[src/rtl/adc_sp_pkg.sv]
package adc_sp_pkg;

    localparam logic [7:0] CMD_STREAM_ON  = 8'h5C;
    localparam logic [7:0] CMD_STREAM_OFF = 8'h58;
    localparam logic [7:0] CMD_MODE_WR    = 8'h08;
    localparam int         MODE_STAT_BIT  = 4;

    typedef enum logic [1:0] {
        ST_IDLE,
        ST_MODE_DATA,
        ST_STREAM
    } port_state_e;

    typedef struct packed {
        logic rise;
        logic fall;
        logic sel;
    } host_evt_t;

    function automatic logic [7:0] status_byte(input logic [7:0] chan_ext);
        return {4'b0000, chan_ext[3:0]};
    endfunction

endpackage

[src/rtl/adc_sp_sync.sv]
module adc_sp_sync
    import adc_sp_pkg::*;
#(
    parameter int SYNC_STAGES = 2
) (
    input  logic      clk,
    input  logic      rst,
    input  logic      sclk,
    input  logic      cs_n,
    input  logic      din,
    output host_evt_t evt,
    output logic      din_s
);
    localparam logic [2:0] IDLE_VAL = 3'b110;

    logic [SYNC_STAGES-1:0][2:0] pipe;
    logic                        sclk_q;
    logic [2:0]                  last;

    genvar g;
    generate
        for (g = 0; g < SYNC_STAGES; g++) begin : g_stage
            always_ff @(posedge clk) begin
                if (rst) begin
                    pipe[g] <= IDLE_VAL;
                end else if (g == 0) begin
                    pipe[g] <= {sclk, cs_n, din};
                end else begin
                    pipe[g] <= pipe[g-1];
                end
            end
        end
    endgenerate

    assign last = pipe[SYNC_STAGES-1];

    always_ff @(posedge clk) begin
        if (rst) sclk_q <= 1'b1;
        else     sclk_q <= last[2];
    end

    assign evt.rise = last[2] & ~sclk_q;
    assign evt.fall = ~last[2] & sclk_q;
    assign evt.sel  = ~last[1];
    assign din_s    = last[0];

endmodule

[src/rtl/adc_sp_rx.sv]
module adc_sp_rx
    import adc_sp_pkg::*;
#(
    parameter int ONES_LIMIT = 40
) (
    input  logic       clk,
    input  logic       rst,
    input  host_evt_t  evt,
    input  logic       din_s,
    output logic       byte_done,
    output logic [7:0] byte_val,
    output logic       ones_rst
);
    localparam int OW = $clog2(ONES_LIMIT + 1);

    logic [2:0]    bit_cnt;
    logic [6:0]    shreg;
    logic [OW-1:0] ones;
    logic          take;

    assign take      = evt.sel & evt.rise;
    assign ones_rst  = take & din_s & (ones == OW'(ONES_LIMIT - 1));
    assign byte_done = take & (bit_cnt == 3'd7);
    assign byte_val  = {shreg, din_s};

    always_ff @(posedge clk) begin
        if (rst || !evt.sel || ones_rst) begin
            bit_cnt <= '0;
            shreg   <= '0;
            ones    <= '0;
        end else if (take) begin
            bit_cnt <= bit_cnt + 3'd1;
            shreg   <= {shreg[5:0], din_s};
            ones    <= din_s ? ones + OW'(1) : '0;
        end
    end

endmodule

[src/rtl/adc_sp_tx.sv]
module adc_sp_tx
    import adc_sp_pkg::*;
#(
    parameter int FRAME_W = 32,
    parameter int LEN_W   = $clog2(FRAME_W + 1)
) (
    input  logic               clk,
    input  logic               rst,
    input  logic               clear,
    input  logic               load,
    input  logic [FRAME_W-1:0] load_frame,
    input  logic [LEN_W-1:0]   load_len,
    input  host_evt_t          evt,
    output logic               dout_bit,
    output logic               pending
);
    logic [FRAME_W-1:0] sreg;
    logic [LEN_W-1:0]   len;
    logic [LEN_W-1:0]   cnt;
    logic               started;

    always_ff @(posedge clk) begin
        if (rst || clear) begin
            sreg    <= '0;
            len     <= '0;
            cnt     <= '0;
            started <= 1'b0;
            pending <= 1'b0;
        end else if (load) begin
            sreg    <= load_frame;
            len     <= load_len;
            cnt     <= '0;
            started <= 1'b0;
            pending <= 1'b1;
        end else if (!evt.sel) begin
            cnt     <= '0;
            started <= 1'b0;
        end else if (evt.fall && pending && cnt < len) begin
            if (started) sreg <= {sreg[FRAME_W-2:0], 1'b0};
            started <= 1'b1;
            cnt     <= cnt + LEN_W'(1);
        end else if (evt.rise && pending && started && cnt == len) begin
            pending <= 1'b0;
            started <= 1'b0;
            cnt     <= '0;
        end
    end

    assign dout_bit = !pending ? 1'b1 : (started ? sreg[FRAME_W-1] : 1'b0);

endmodule

[src/rtl/adc_cread_port.sv]
module adc_cread_port
    import adc_sp_pkg::*;
#(
    parameter int RES_W       = 24,
    parameter int CH_W        = 4,
    parameter int ONES_LIMIT  = 40,
    parameter int SYNC_STAGES = 2
) (
    input  logic             clk,
    input  logic             rst,
    input  logic             sclk,
    input  logic             cs_n,
    input  logic             din,
    input  logic [RES_W-1:0] conv_data,
    input  logic             conv_valid,
    input  logic [CH_W-1:0]  conv_chan,
    output logic             dout,
    output logic             dout_oe
);
    localparam int FRAME_W = RES_W + 8;
    localparam int LEN_W   = $clog2(FRAME_W + 1);

    host_evt_t          evt;
    logic               din_s;
    logic               byte_done;
    logic [7:0]         byte_val;
    logic               ones_rst;
    logic               tx_pending;
    logic               tx_bit;
    logic               exit_cmd;
    logic               tx_load;
    logic               tx_clear;
    logic [FRAME_W-1:0] frame;
    logic [LEN_W-1:0]   frame_len;
    logic [7:0]         stat;
    port_state_e        state;
    logic [7:0]         mode_reg;

    adc_sp_sync #(.SYNC_STAGES(SYNC_STAGES)) u_sync (
        .clk(clk), .rst(rst), .sclk(sclk), .cs_n(cs_n), .din(din),
        .evt(evt), .din_s(din_s)
    );

    adc_sp_rx #(.ONES_LIMIT(ONES_LIMIT)) u_rx (
        .clk(clk), .rst(rst), .evt(evt), .din_s(din_s),
        .byte_done(byte_done), .byte_val(byte_val), .ones_rst(ones_rst)
    );

    assign exit_cmd = (state == ST_STREAM) && byte_done &&
                      (byte_val == CMD_STREAM_OFF) && tx_pending;

    always_ff @(posedge clk) begin
        if (rst || ones_rst) begin
            state    <= ST_IDLE;
            mode_reg <= '0;
        end else if (byte_done) begin
            case (state)
                ST_IDLE: begin
                    if (byte_val == CMD_STREAM_ON)    state <= ST_STREAM;
                    else if (byte_val == CMD_MODE_WR) state <= ST_MODE_DATA;
                end
                ST_MODE_DATA: begin
                    mode_reg <= byte_val;
                    state    <= ST_IDLE;
                end
                ST_STREAM: begin
                    if (exit_cmd) state <= ST_IDLE;
                end
                default: state <= ST_IDLE;
            endcase
        end
    end

    assign stat      = status_byte(8'(conv_chan));
    assign frame     = mode_reg[MODE_STAT_BIT] ? {conv_data, stat} : {conv_data, 8'h00};
    assign frame_len = mode_reg[MODE_STAT_BIT] ? LEN_W'(FRAME_W) : LEN_W'(RES_W);
    assign tx_load   = conv_valid && (state == ST_STREAM);
    assign tx_clear  = ones_rst || exit_cmd;

    adc_sp_tx #(.FRAME_W(FRAME_W), .LEN_W(LEN_W)) u_tx (
        .clk(clk), .rst(rst), .clear(tx_clear), .load(tx_load),
        .load_frame(frame), .load_len(frame_len), .evt(evt),
        .dout_bit(tx_bit), .pending(tx_pending)
    );

    assign dout    = tx_bit;
    assign dout_oe = evt.sel;

endmodule

[config.mk]
export PLATFORM = sky130hd
export DESIGN_NAME = adc_cread_port
export DESIGN_NICKNAME = d
export VERILOG_FILES = /design/src/rtl/adc_sp_pkg.sv /design/src/rtl/adc_sp_sync.sv /design/src/rtl/adc_sp_rx.sv /design/src/rtl/adc_sp_tx.sv /design/src/rtl/adc_cread_port.sv
export SDC_FILE = /design/constraint.sdc
export NUM_CORES = 1
export LEC_CHECK = 0
export BUFFER_PORTS_ARGS = -buffer_cell sky130_fd_sc_hd__buf_2
export CAP_MARGIN = 20
export CORE_MARGIN = 2
export CORE_UTILIZATION = 55
export CTS_BUF_LIST = sky130_fd_sc_hd__clkbuf_4 sky130_fd_sc_hd__clkbuf_8
export DETAILED_ROUTE_END_ITERATION = 12
export GPL_ROUTABILITY_DRIVEN = 0
export GPL_TIMING_DRIVEN = 0
export HOLD_SLACK_MARGIN = 0.1
export PLACE_DENSITY = 0.84
export REMOVE_ABC_BUFFERS = 1
export SLEW_MARGIN = 5
export SYNTH_ARGS = -nofsm -noshare
export SYNTH_HDL_FRONTEND = slang
export SYNTH_SLANG_ARGS = --single-unit
[constraint.sdc]
create_clock -name clk -period 2.85 [get_ports clk]
set_clock_uncertainty 0.05 [all_clocks]
set_input_delay 0.1425 -clock clk [delete_from_list [all_inputs] [get_ports clk]]
set_output_delay 0.1425 -clock clk [all_outputs]
set_load 0.02 [all_outputs]
# ---- Word-level counts from Yosys, hierarchy flattened
# Index checks and enable logic that the tools add are counted.
dict set report totals {
  register_bits 76
  latch_bits 0
  ramBits 0
  romBits 0
  out_inout_bits 2
  wordCells 82
  n_memories 0
}
dict set report op_classes {
  add_sub_neg 3
  mul 0
  div 0
  n_lt_le_gt_ge 1
  eq_ne 12
  shift 0
  muxes 20
  n_bitwise 9
  reduce_logical 24
}
# cell count
set op_table {}
lappend op_table {{two-way mux 32 bit} 4}
lappend op_table {{two-way mux 6 bit} 4}
lappend op_table {{equality test 8 x 7 -> 1 bit (second input constant)} 2}
lappend op_table {{adder 6 x 1 -> 6 bit (second input constant)} 2}
lappend op_table {{logical AND 1 bit} 9}
lappend op_table {{AND reduction 3 bit} 3}
lappend op_table {{equality test 8 x 4 -> 1 bit (second input constant)} 1}
lappend op_table {{nonzero test 2 bit} 4}
lappend op_table {{two-way mux 1 bit} 7}
lappend op_table {{bitwise AND 1 bit} 6}
lappend op_table {{equality test 6 bit} 1}
lappend op_table {{equality test 6 bit (second input constant)} 1}
lappend op_table {{< comparator 6 bit} 1}
lappend op_table {{two-way mux 2 bit} 3}
lappend op_table {{inequality test 2 bit (second input constant)} 3}
lappend op_table {{logical OR 1 bit} 5}
lappend op_table {{two-way mux 4 bit} 1}
lappend op_table {{case mux 2 bit (2 select lines)} 1}
lappend op_table {{adder 3 x 1 -> 3 bit (second input constant)} 1}
lappend op_table {{equality test 3 bit (second input constant)} 1}
lappend op_table {{inequality test 3 bit (second input constant)} 1}
lappend op_table {{inverter 1 bit} 3}
lappend op_table {{OR reduction 3 bit} 1}
lappend op_table {{equality test 2 x 1 -> 1 bit (second input constant)} 1}
lappend op_table {{other kinds (3)} 3}

# ---- Longest topological paths before layout
# Gate-level depths: netlist of the first run.
dict set report depth {
  depth_word 10
  mapped_depth 9
  depth_no_buf 7
}

# ---- Hierarchy
# Synthesis of the first run repeated with hierarchy kept, for this count alone.
dict set report hier_totals {
  cells_unflattened 373
  area_unflattened_um2 3369.5
}
# module instances cells_per_inst area_each_um2 seq_area_each_um2
set by_module_without_submodules {}
lappend by_module_without_submodules {adc_sp_tx 1 240 2183.3 920.9}
lappend by_module_without_submodules {adc_sp_rx 1 85 735.7 320.3}
lappend by_module_without_submodules {adc_cread_port 1 31 250.2 60.1}
lappend by_module_without_submodules {adc_sp_sync 1 17 200.2 140.1}

# ---- Least setup slack after synthesis of the first run
# No wires, ideal clock.
dict set report synth_timing {
  kind {reg-to-reg}
  start {register u_sync.pipe, in the netlist u_sync.last[0]}
  end {register u_tx.cnt[4]}
  setup_time_ns 0.137
  t_arrival_ns 2.009
  setup_slack_ns 0.654
  stages_incl_launch_ff 6
  period_less_slack_ns 2.196
  path_cell_list {dfxtp_1 or4b_4 or4_4 o311ai_4 or2b_4 nor4_1}
}
dict set report synth_via {
  elab_chain_cells 6
}
# element line_no
set synth_lines {}
lappend synth_lines {{from (decl)} adc_sp_sync.sv:16} ;# logic [SYNC_STAGES-1:0][2:0] pipe;
lappend synth_lines {{from (signal, indexed assignment)} adc_sp_sync.sv:27} ;# pipe[g] <= {sclk, cs_n, din};
lappend synth_lines {{from (signal, indexed assignment)} adc_sp_sync.sv:29} ;# pipe[g] <= pipe[g-1];
lappend synth_lines {{equality test 8 x 7 -> 1 bit} adc_cread_port.sv:50} ;# (byte_val == CMD_STREAM_OFF) && tx_pending;
lappend synth_lines {{logical AND 1 bit} adc_cread_port.sv:49} ;# assign exit_cmd = (state == ST_STREAM) && byte_done &&
lappend synth_lines {{logical AND 1 bit} adc_cread_port.sv:50}
lappend synth_lines {{logical OR 1 bit (*)} adc_cread_port.sv:78} ;# assign tx_clear = ones_rst || exit_cmd;
lappend synth_lines {{logical OR 1 bit (*)} adc_sp_tx.sv:23} ;# if (rst || clear) begin
lappend synth_lines {{OR reduction 3 bit (no line) (*)} n/a}
lappend synth_lines {{to (signal assigned)} adc_sp_tx.sv:41} ;# cnt <= cnt + LEN_W'(1);
lappend synth_lines {{to (decl)} adc_sp_tx.sv:19} ;# logic [LEN_W-1:0] cnt;
# Every way passes the cells marked *; elsewhere a longest branch is shown, timed or not.
# A chain may end at the register's enable or synchronous reset.

# ---- Final worst setup path of the first run
dict set report layout_timing {
  start {register u_sync.pipe, in the netlist u_sync.last[0]}
  end {register u_tx.cnt[5]}
}
# The elaborated chain is that of the path after synthesis.

==> results.md, run 1 <==
- Met3 GRT Util: ~7.4%
- CP Buf/Inv Count: 0
- Die Footprint: 6020 um2
- Crit Path Max Fanout: 18
- CTS Root Cell: clkbuf_8
- Worst Hold Depth: 5
- Drt drc: 0
- First-pass GRT wire length: roughly 11000 um
- Top_reg_cell synth: dfxtp_1
- Die extent in y: 77.6 um
- Die width: between 70 and 80 um
- Antenna diodes: 0
- GR Util met2: 39.7%
- Unique masters post-synth: 43
- Final Hold Slack: approximately 0.12 ns
- Wirelength, routed: around 6700 um
- Slowest CP cell: o311ai_4
- Share of layout cells above drive strength 1: about 16%
- DP HPWL: around 4200 um
- GR Util met1: ~28%
- DR iter-0 viols: 123
- Regs by FF count: u_tx.sreg x32, u_rx.shreg x7
- GRT Resource Usage Total: between 20% and 30%
- Power, Total: 1.92 mW
- Reg2Reg Capture Point: u_tx.cnt[5]
- Clk buf depth: 2
- Most flops, register: u_tx.sreg
- Worst Path Arrival: about 2.9 ns
- Clock Sinks: slightly below 70
- Critical path's largest stage delay: just over 0.7 ns
- CP Cell Sequence: or4b_4 -> or4_4 -> o311ai_4 -> or2b_4 -> nor4_1
- Slew @ Worst Pin: around 0.80 ns
- F_max: 0.368 GHz
- Cell taking the most area after synthesis: dfxtp_1
- Filler cells: around 380
- Pwr Density: around 510 nW/um2
- HP Class: primary input to flip-flop
- Startpoint types: flip-flop
- Flops & latches, synth: 68
- Final worst path period need: 2.72 ns
- Cell family with most CP delay: simple AND/OR/NAND/NOR gates
- Crit path required time: about 3 ns
- Post-synth ARST share: 0%
- Finished Core Util: approximately 73%
- Synth Cell Area: slightly below 3000 um2
- GRT busiest layer: met2
- Final Net Count: 465
- Top-area cell type share of the netlist area: 45.7%
- Endpoints failing hold: 0
- Register area share after synthesis: between 40% and 50%
- Normalized max-slew margin: between 40% and 50%
- Grt ovf: 0
- Number of flip-flops in the largest register: 32
- Critical Path End Type: flip-flop
- Period Utilization, post-route: a little over nine tenths
- Mapped Cells: 357
- Detail Route Antenna Nets: 0
- Largest net degree at the start of global routing: 37
- Routed length per placed instance: ~13 um
- CTS tree: yes
- EDFF count, synth: 0
- Vias in the first global route: approximately 2600
- Max capacitance violation total: 0
- Post-Place Cells: about 450
- Ys Warns: 0
- Run status: finished clean
- Syn_area_per_cell: about 8.3 um2
- Initial antenna violation count: 0
- Slew Limit Fails: 0
- Total CTS buffers: 9
- Worst Min Path Start: conv_chan[0]
- Unrepaired setup endpoints after global routing: no
- Reg2Reg Setup Slack: ~0.13 ns
- P&R area growth vs syn: 27.4%
- Initial core utilization: around 58%
- Worst-skew pair later-pin latency: 0.35 ns
- Row cnt: 26
- CTS H-Tree Depth: 3
- Via Count: between 2000 and 3000
- Final Cell Area: around 3800 um2
- Area contributors post-synth: dfxtp_1 (46%), nand2_1 (10%), a311oi_1 (6.5%)
- DR vias/cell: approximately 5.5
- Crit path kind: flip-flop to flip-flop
- Drt pass-1 iters: 4
- Reg2reg start: u_sync.last[0]
- Dpl cell area: around 3200 um2
- Clock-pin slew on the worst setup and hold paths: ~0.070 ns
- Count of input and output buffers: 35
- WHS Endpoint: u_tx.sreg[0]
- Leakage: roughly 1.4 nW
- Ports: 36
- Non-filler cells, final: about 500
- Setup violations, final: 0
- R2R depth: 5
- Worst IR drop on VDD: roughly 630 uV
- Core Footprint: between 5000 and 6000 um2
[area by class of cell]
cell class              count  area, um2  area share [%]
well taps                  70       87.6            2.31
multi-input cells         261       1510            39.7
clock buffers              11        145            3.82
flip-flops and latches     68       1360            35.9
inverters                  10       37.5           0.989
clock inverters             5       75.1            1.98
repair buffers             73        581            15.3
[layout by cell type, fill, tap and decap left out, drive strengths merged, types with 2 or more instances in the layout]
cell type and instances:
a21oi 25, nand2b 2, buf 39, nand3b 3, mux2i 7, o21ai 4
clkinv 3, xor2 3, dfxtp 68, xnor2 2, nand2 81, nand4 5
a22oi 3, clkbuf 11, a311oi 22, or2 5, ha 8, nor2b 3
a211oi 5, or4 2, or3 2, dlygate4sd3 34, nor4 3, nand3 9
bufinv 2, nor3 8, nor2 42, inv 10, a31oi 2
[what timing repair did]
action | CTS | global route
setup buffers | 0 | 1
setup endpoints to repair | 0 | 11
hold buffers | 34 | 0
hold endpoints to repair | 34 | 0
gates resized for setup | 0 | 2
[worst max-delay path by stage]
stage / from / to / slack [ns] / depth (start not counted)
after global placement: u_sync.last[1] / u_tx.started / -0.36 / 5
after floorplan: u_sync.last[0] / u_tx.cnt[4] / 0.19 / 5
final: u_sync.last[0] / u_tx.cnt[5] / 0.13 / 5
after CTS: u_sync.last[0] / u_tx.cnt[5] / 0.12 / 5
after detailed placement: u_sync.last[0] / u_tx.cnt[5] / 0.14 / 5
after global routing: u_sync.last[0] / u_tx.cnt[4] / 0.02 / 5
[power breakdown]
part | total, mW | switching, mW | internal (mW)
clock network | 0.873 | 0.352 | 0.521
logic | 0.0880 | 0.0320 | 0.0560
registers | 0.958 | 0.00394 | 0.954
total | 1.92 | 0.387 | 1.53
[cells by family after synthesis]
| logic type | Yosys count | synth area share [%] |
|---|---|---|
| AO/OA/AOI/OAI | 66 | 15.7 |
| XOR/XNOR | 5 | 1.47 |
| adder cells (fa/ha/maj) | 8 | 3.36 |
| buffers and inverters | 28 | 4.28 |
| flip-flops | 68 | 45.7 |
| multiplexers | 7 | 2.35 |
| AND/OR/NAND/NOR | 175 | 27.2 |
[cell usage after synthesis (4+ instances only)]
master / count
or2_2: 5
mux2i_1: 7
o21ai_0: 4
dfxtp_1: 68
inv_1: 10
nand3_1: 9
nand4_1: 5
a21oi_1: 25
ha_1: 8
nor3_1: 8
clkbuf_1: 12
nand2_1: 81
a311oi_1: 22
nor2_1: 42
a211oi_1: 5
[per-layer routing]
| layer | vias up | share of wire, % |
|---|---|---|
| li1 | 1383 | - |
| met1 | 1271 | 43 |
| met5 | - | 0 |
| met2 | 68 | 50 |
| met3 | 16 | 4.8 |
| met4 | 0 | 1.9 |
[stage by stage]
step	TNS, ns	setup slack, ns
global placement	-6.22	-0.364
CTS	0	0.122
global route	0	0.0219
floorplan	0	0.186
detailed placement	0	0.136
finish	0	0.135
[tightest hold or removal path: cells and delay by family]
family | cells | cell delay (ns)
and+or+nand+nor | 3 | 0.20
buffers and inverters | 1 | 0.09
AOI/OAI and AO/OA | 1 | 0.05
Power figures use the tool's default switching activity.
==> run 2: changes to the inputs <==
--- a/config.mk
+++ b/config.mk
@@ -8,5 +8,4 @@
 export BUFFER_PORTS_ARGS = -buffer_cell sky130_fd_sc_hd__buf_2
 export CAP_MARGIN = 20
-export CORE_MARGIN = 2
 export CORE_UTILIZATION = 55
 export CTS_BUF_LIST = sky130_fd_sc_hd__clkbuf_4 sky130_fd_sc_hd__clkbuf_8
@@ -17,4 +16,5 @@
 export PLACE_DENSITY = 0.84
 export REMOVE_ABC_BUFFERS = 1
+export SETUP_SLACK_MARGIN = 0.02
 export SLEW_MARGIN = 5
 export SYNTH_ARGS = -nofsm -noshare
--- a/constraint.sdc
+++ b/constraint.sdc
@@ -3,3 +3,3 @@
 set_input_delay 0.1425 -clock clk [delete_from_list [all_inputs] [get_ports clk]]
 set_output_delay 0.1425 -clock clk [all_outputs]
-set_load 0.02 [all_outputs]
+set_load 0.05 [all_outputs]
==> results.md, run 2 (synthesis gave the netlist of run 1 again) <==
- Run status: finished clean
- Startpoint types: flip-flop
- Total CTS buffers: 9
- Initial antenna violation count: 0
- Normalized max-slew margin: 38.2%
- Grt ovf: 0
- Via Count: between 2000 and 3000
- Non-filler cells, final: 500
- Unrepaired setup endpoints after global routing: no
- Wirelength, routed: 6710 um
- CTS tree: yes
- Antenna diodes: 0
- Switching power: 0.437 mW
- Number of flip-flops in the largest register: 32
- Die width: between 70 and 80 um
- DR iter-0 viols: roughly 180
- Detail Route Antenna Nets: 0
- HP Class: primary input to flip-flop
- Slew @ Worst Pin: around 0.9 ns
- Die Footprint: between 5000 and 6000 um2
- Final worst path period need: around 2.7 ns
- Final Net Count: 467
- GRT Resource Usage Total: about a quarter
- Drt pass-1 iters: 4
- Count of input and output buffers: 35
- Clock-pin slew on the worst setup and hold paths: about 0.080 ns
- Leakage: roughly 1.4 nW
- Row cnt: 26
- Net Sw Frac: 23.4%
- Post-Place Cells: 447
- Vias in the first global route: approximately 2500
- First-pass GRT wire length: around 10000 um
- Most flops, register: u_tx.sreg
- Most frequent cells in the layout: nand2_1 (81), dfxtp_1 (68), nor2_1 (42), buf_2 (35), dlygate4sd3_1 (34)
- Crit path kind: flip-flop to flip-flop
- Sequential Power Share: between 50% and 60%
- Core Footprint: roughly 5200 um2
- Routed length per placed instance: about 13 um
- Dpl cell area: around 3200 um2
- Largest net degree at the start of global routing: 45
- Slowest CP cell: o311ai_4
- CP Buf/Inv Count: 0
- DP HPWL: around 4000 um
- Max capacitance violation total: 0
- Drt drc: 0
- Initial core utilization: ~58%
- Clk pwr share: between 40% and 50%
- CTS Root Cell: clkbuf_8
- Clock Sinks: 68
- Ports: 36
- Comb pwr share: under 10%
- Final Cell Area: ~3800 um2
- Most common cell after layout, fill and taps aside: nand2_1
- P&R area growth vs syn: 27.0%
- Regs by FF count: u_tx.sreg x32, u_rx.shreg x7
- Crit Path Max Fanout: 18
- Int Pwr: approximately 1.4 mW
- Cell family with most CP delay: simple AND/OR/NAND/NOR gates
- Crit path required time: ~3.0 ns
- Slew Limit Fails: 0
- DR vias/cell: about 5.6
- Endpoints failing hold: 0
- Critical Path End Type: flip-flop
- Critical path's largest stage delay: about 0.7 ns
- Setup violations, final: 0
- Pwr Density: approximately 500 nW/um2
- CP Cell Sequence: or4b_4 -> or4_4 -> o311ai_4 -> or2b_4 -> nor4_1
- Worst Path Arrival: ~2.9 ns
- Worst IR drop on VDD: between 400 and 500 uV
- Clk buf depth: 2
- CTS H-Tree Depth: 3
- Finished Core Util: 73.2%
- F_max: ~0.37 GHz
- Die extent in y: 75.6 um
- Period Utilization, post-route: 95.2%
- Worst-skew pair later-pin latency: 0.35 ns
- Share of layout cells above drive strength 1: between 10% and 20%
==> run 2: cell count changes in the layout (fill, tap and decap cells not counted), moves of 2 or more <==
| cell | previous run | this run |
|---|---|---|
| clkinv_2 | 3 | 0 |
| inv_6 | 0 | 2 |
| clkinv_4 | 0 | 2 |
| buf_4 | 1 | 3 |
==> run 2: final timing paths <==
path                                      from             end  slack, ns  depth (start not counted)
worst max-delay path            u_sync.last[0]     u_tx.cnt[5]       0.14                          5
worst min-delay path              conv_chan[0]    u_tx.sreg[0]       0.11                          5
worst max register to register  u_sync.last[0]     u_tx.cnt[5]       0.14                          5
worst min register to register  u_sync.pipe[1]  u_sync.last[1]       0.36                          1
==> run 2: worst min-delay path, stage by stage <==
cell	delay (ns)
buf_2	0.08
nand2_1	0.04
nor2_1	0.09
a31oi_1	0.05
nor2_1	0.07
==> run 2: stage by stage <==
stage	setup slack [ns]	TNS (ns)	total power, mW	hold WS (ns)
final	0.138	0	1.86	0.105
after floorplan	0.186	0	0.998	0.164
after global placement	-0.350	-6.44	1.03	0.274
after global routing	0.0290	0	1.93	0.173
after CTS	0.106	0	1.88	0.101
after detailed placement	0.121	0	1.03	0.282
==> run 2: layer usage <==
metal,track usage (%),up-vias,share of wire (%)
met5,0,-,0
met4,14.4,0,1.6
met3,4.89,11,3.7
met2,42.9,65,50
li1,-,1393,-
met1,27.5,1325,44
==> run 2: repair_timing <==
item / 4_1_cts / 5_1_grt
endpoints found under the setup margin: 0 / 7
resized for setup: 0 / 1
hold endpoints to repair: 34 / 0
buffers inserted: 0 / 3
hold buffers: 34 / 0
==> run 2: power groups by stage <==
stage / clock [mW] / sequential (mW) / combinational, mW
final: 0.819 / 0.957 / 0.0885
after global routing: 0.877 / 0.958 / 0.0972
after CTS: 0.836 / 0.957 / 0.0867
after detailed placement: 0 / 0.979 / 0.0512
after global placement: 0 / 0.979 / 0.0479
after floorplan: 0 / 0.978 / 0.0197
==> run 2: cell type report <==
cell class | instances | area, um2
multi-input cells | 261 | 1500
repair buffers | 75 | 588
inverters | 10 | 37.5
flip-flops and latches | 68 | 1360
clock buffers | 9 | 124
clock inverters | 7 | 83.8
well taps | 70 | 87.6
fillers | 367 | 1390
==> run 3: changes to the inputs <==
- CORE_ASPECT_RATIO: unset -> 0.8
- PLACE_DENSITY: 0.84 -> 0.83
- SYNTH_HIERARCHICAL: unset -> 1
==> results.md, run 3 <==
- Die extent in y: roughly 70 um
- Initial antenna violation count: 0
- Filler cells: roughly 400
- Area contributors post-synth: dfxtp_1 (43%), mux2i_1 (11%), a21oi_1 (7.1%)
- Period Utilization, post-route: between 80 and 90%
- Most frequent cells in the layout: dfxtp_1 (72), a21oi_1 (48), nand2_1 (38), mux2i_1 (38), o21ai_0 (36)
- Max capacitance violation total: 0
- Run status: finished clean
- GRT Resource Usage Total: approximately a quarter
- DP HPWL: roughly 4500 um
- Crit path required time: approximately 3.0 ns
- Slew Limit Fails: 0
- Final Cell Area: around 4200 um2
- CP Cell Sequence: nor2b_1 -> nand2_2 -> nor3_2 -> a31o_2 -> nor2_4 -> buf_6 -> nand2_1 -> nor4_1 -> o21ai_0 -> o21ai_0
- Cell taking the most area after synthesis: dfxtp_1
- EDFF count, synth: 0
- Final Net Count: approximately 500
- CTS tree: yes
- Endpoints failing hold: 0
- Routed length on met1: between 3000 and 4000 um
- Worst IR drop on VDD: 531 uV
- Crit path kind: flip-flop to flip-flop
- Most used cell, CP: o21ai_0
- Setup total negative slack: 0 ns
- Ports: 36
- Top_reg_cell synth: dfxtp_1
- Most instantiated cells after synthesis: dfxtp_1 (72), a21oi_1 (48), nand2_1 (39)
- Detail Route Antenna Nets: 0
- DR WL met2: between 3000 and 4000 um
- Synth Cell Area: approximately 3400 um2
- CTS Root Cell: clkbuf_8
- Setup violations, final: 0
- DR vias/cell: about 5.5
- Clock Sinks: 72
- Reg2reg start: u_sync/last[2]
- Slew @ Worst Pin: about 0.76 ns
- Syn_area_per_cell: 9.03 um2
- Grt ovf: 0
- Dpl cell area: 3630 um2
- F_max: ~0.4 GHz
- CTS H-Tree Depth: 3
- DR WL met3: around 370 um
- Flops & latches, synth: ~70
- Crit Path Max Fanout: 16
- Final worst path period need: ~2.6 ns
- Via Count: ~2900
- Mapped Cells: roughly 370
- Leakage: approximately 1.5 nW
- Vias in the first global route: about 2800
- First-pass GRT wire length: approximately 13000 um
- Die Footprint: ~6400 um2
- Pwr Density: about 540 nW/um2
- Reg2Reg Setup Slack: around 0.3 ns
- Clk buf depth: 2
- Initial core utilization: about 57%
- Critical Path End Type: flip-flop
- Die width: between 80 and 90 um
- Regs by FF count: u_tx/sreg x32, u_rx/shreg x7
- Unrepaired setup endpoints after global routing: no
- Critical Path Source: u_sync/last[2]
- Wirelength, routed: a little under 8000 um
- Worst Min Path Start: conv_chan[0]
- Worst-skew pair later-pin latency: 0.36 ns
- HP Class: primary input to flip-flop
- Largest net degree at the start of global routing: 36
- Cell family with most CP delay: simple AND/OR/NAND/NOR gates
- Drt pass-1 iters: 5
- DR iter-0 viols: about 160
- Count of input and output buffers: 35
- Routed length per placed instance: 14.6 um
- CP Buf/Inv Count: 1
- Ys Warns: 6
- Core Footprint: 5910 um2
- Unique masters post-synth: 54
- Worst Path Arrival: about 2.7 ns
- Total CTS buffers: 9
- Drt drc: 0
- Max layer used: met4
- Most flops, register: u_tx/sreg
- Number of flip-flops in the largest register: 32
- Post-synth ARST share: 0%
- Most common cell in the netlist: dfxtp_1
- Antenna diodes: 0
- Clock-pin slew on the worst setup and hold paths: around 0.080 ns
- Most common cell after layout, fill and taps aside: dfxtp_1
- Top-area cell type share of the netlist area: between 40% and 50%
- Flip-flop and latch area: between 1000 and 1500 um2
- P&R area growth vs syn: 25.1%
- Normalized max-slew margin: between 40% and 50%
- Startpoint types: flip-flop
- Register area share after synthesis: a little over two fifths
- Critical path's largest stage delay: between 0.3 and 0.4 ns
- Slowest CP cell: nor3_2
- Row cnt: 25
- Multi-input gate area: approximately 1800 um2
- Share of layout cells above drive strength 1: 18.8%
[run 3: changes by cell type after synthesis, sizes merged, moves of 4 or more]
cell	delta
o21ai	+34
a211oi	-5
a21oi	+23
a311oi	-21
and2	+5
nor2	-24
mux2i	+31
nand2	-42
dfxtp	+4
inv	+4
[run 3: metrics by stage]
stage | instances | worst slack (ns) | total power, mW | util [%] | hold WS, ns
2_1_floorplan | 361 | -0.476 | 1.17 | - | 0.164
3_3_place_gp | 477 | -1.37 | 1.21 | 60.1 | 0.268
3_5_place_dp | 481 | -0.135 | 1.22 | 61.4 | 0.273
4_1_cts | 526 | 0.131 | 2.26 | 70.8 | 0.122
5_1_grt | 529 | 0.0904 | 2.33 | 71.3 | 0.172
6_report | 529 | 0.300 | 2.26 | 71.3 | 0.147
[run 3: report_power, final]
group	internal, mW	switching (mW)	total (mW)
clock network	0.593	0.419	1.01
logic	0.0918	0.0931	0.185
registers	1.04	0.0208	1.06
total	1.72	0.533	2.26
[run 3: layout make-up]
class                           count  area share [%]
Clock inverter                      7            3.03
Sequential cell                    72            34.2
Inverter                           15            1.37
Timing Repair Buffer               71            13.2
Tap cell                           81            2.40
Multi-Input combinational cell    274            42.8
Clock buffer                        9            2.94
[run 3: timing repair]
| item | 4_1_cts | 5_1_grt |
|---|---|---|
| pin swaps | 0 | 1 |
| setup buffers | 0 | 3 |
| gates resized for setup | 3 | 2 |
| hold buffers | 29 | 0 |
| hold endpoints to repair | 28 | 0 |
| endpoints found under the setup margin | 23 | 8 |
[run 3: metal layers]
layer / track usage [%] / vias up
met5: 0 / -
met4: 14.6 / 0
met3: 7.28 / 24
met2: 42.1 / 83
met1: 30.3 / 1338
li1: - / 1453
[run 3: worst reg2reg max path, delay by kind of cell (launching register included)]
kind / cells / cell delay (ns)
AND/OR/NAND/NOR: 6 / 1.41
flip-flops: 1 / 0.35
buffers and inverters: 1 / 0.16
AO/OA/AOI/OAI: 3 / 0.47
[run 3: cells by family after synthesis]
kind of cell | after synthesis | synth area share (%)
flip-flops | 72 | 42.8
AO/OA/AOI/OAI | 99 | 16.6
AND/OR/NAND/NOR | 118 | 19.8
other | 1 | 0.111
multiplexers | 39 | 11.6
XOR/XNOR | 1 | 0.260
adder cells (fa/ha/maj) | 10 | 3.71
buffers and inverters | 33 | 5.09
[run 3: path summary, 6_finish.rpt]
| check | endpoint | depth (start not counted) |
|---|---|---|
| worst max register to register | u_tx/cnt[5] | 10 |
| worst min register to register | u_sync/last[1] | 1 |
| worst max-delay path | u_tx/cnt[5] | 10 |
| worst min-delay path | u_tx/sreg[0] | 4 |
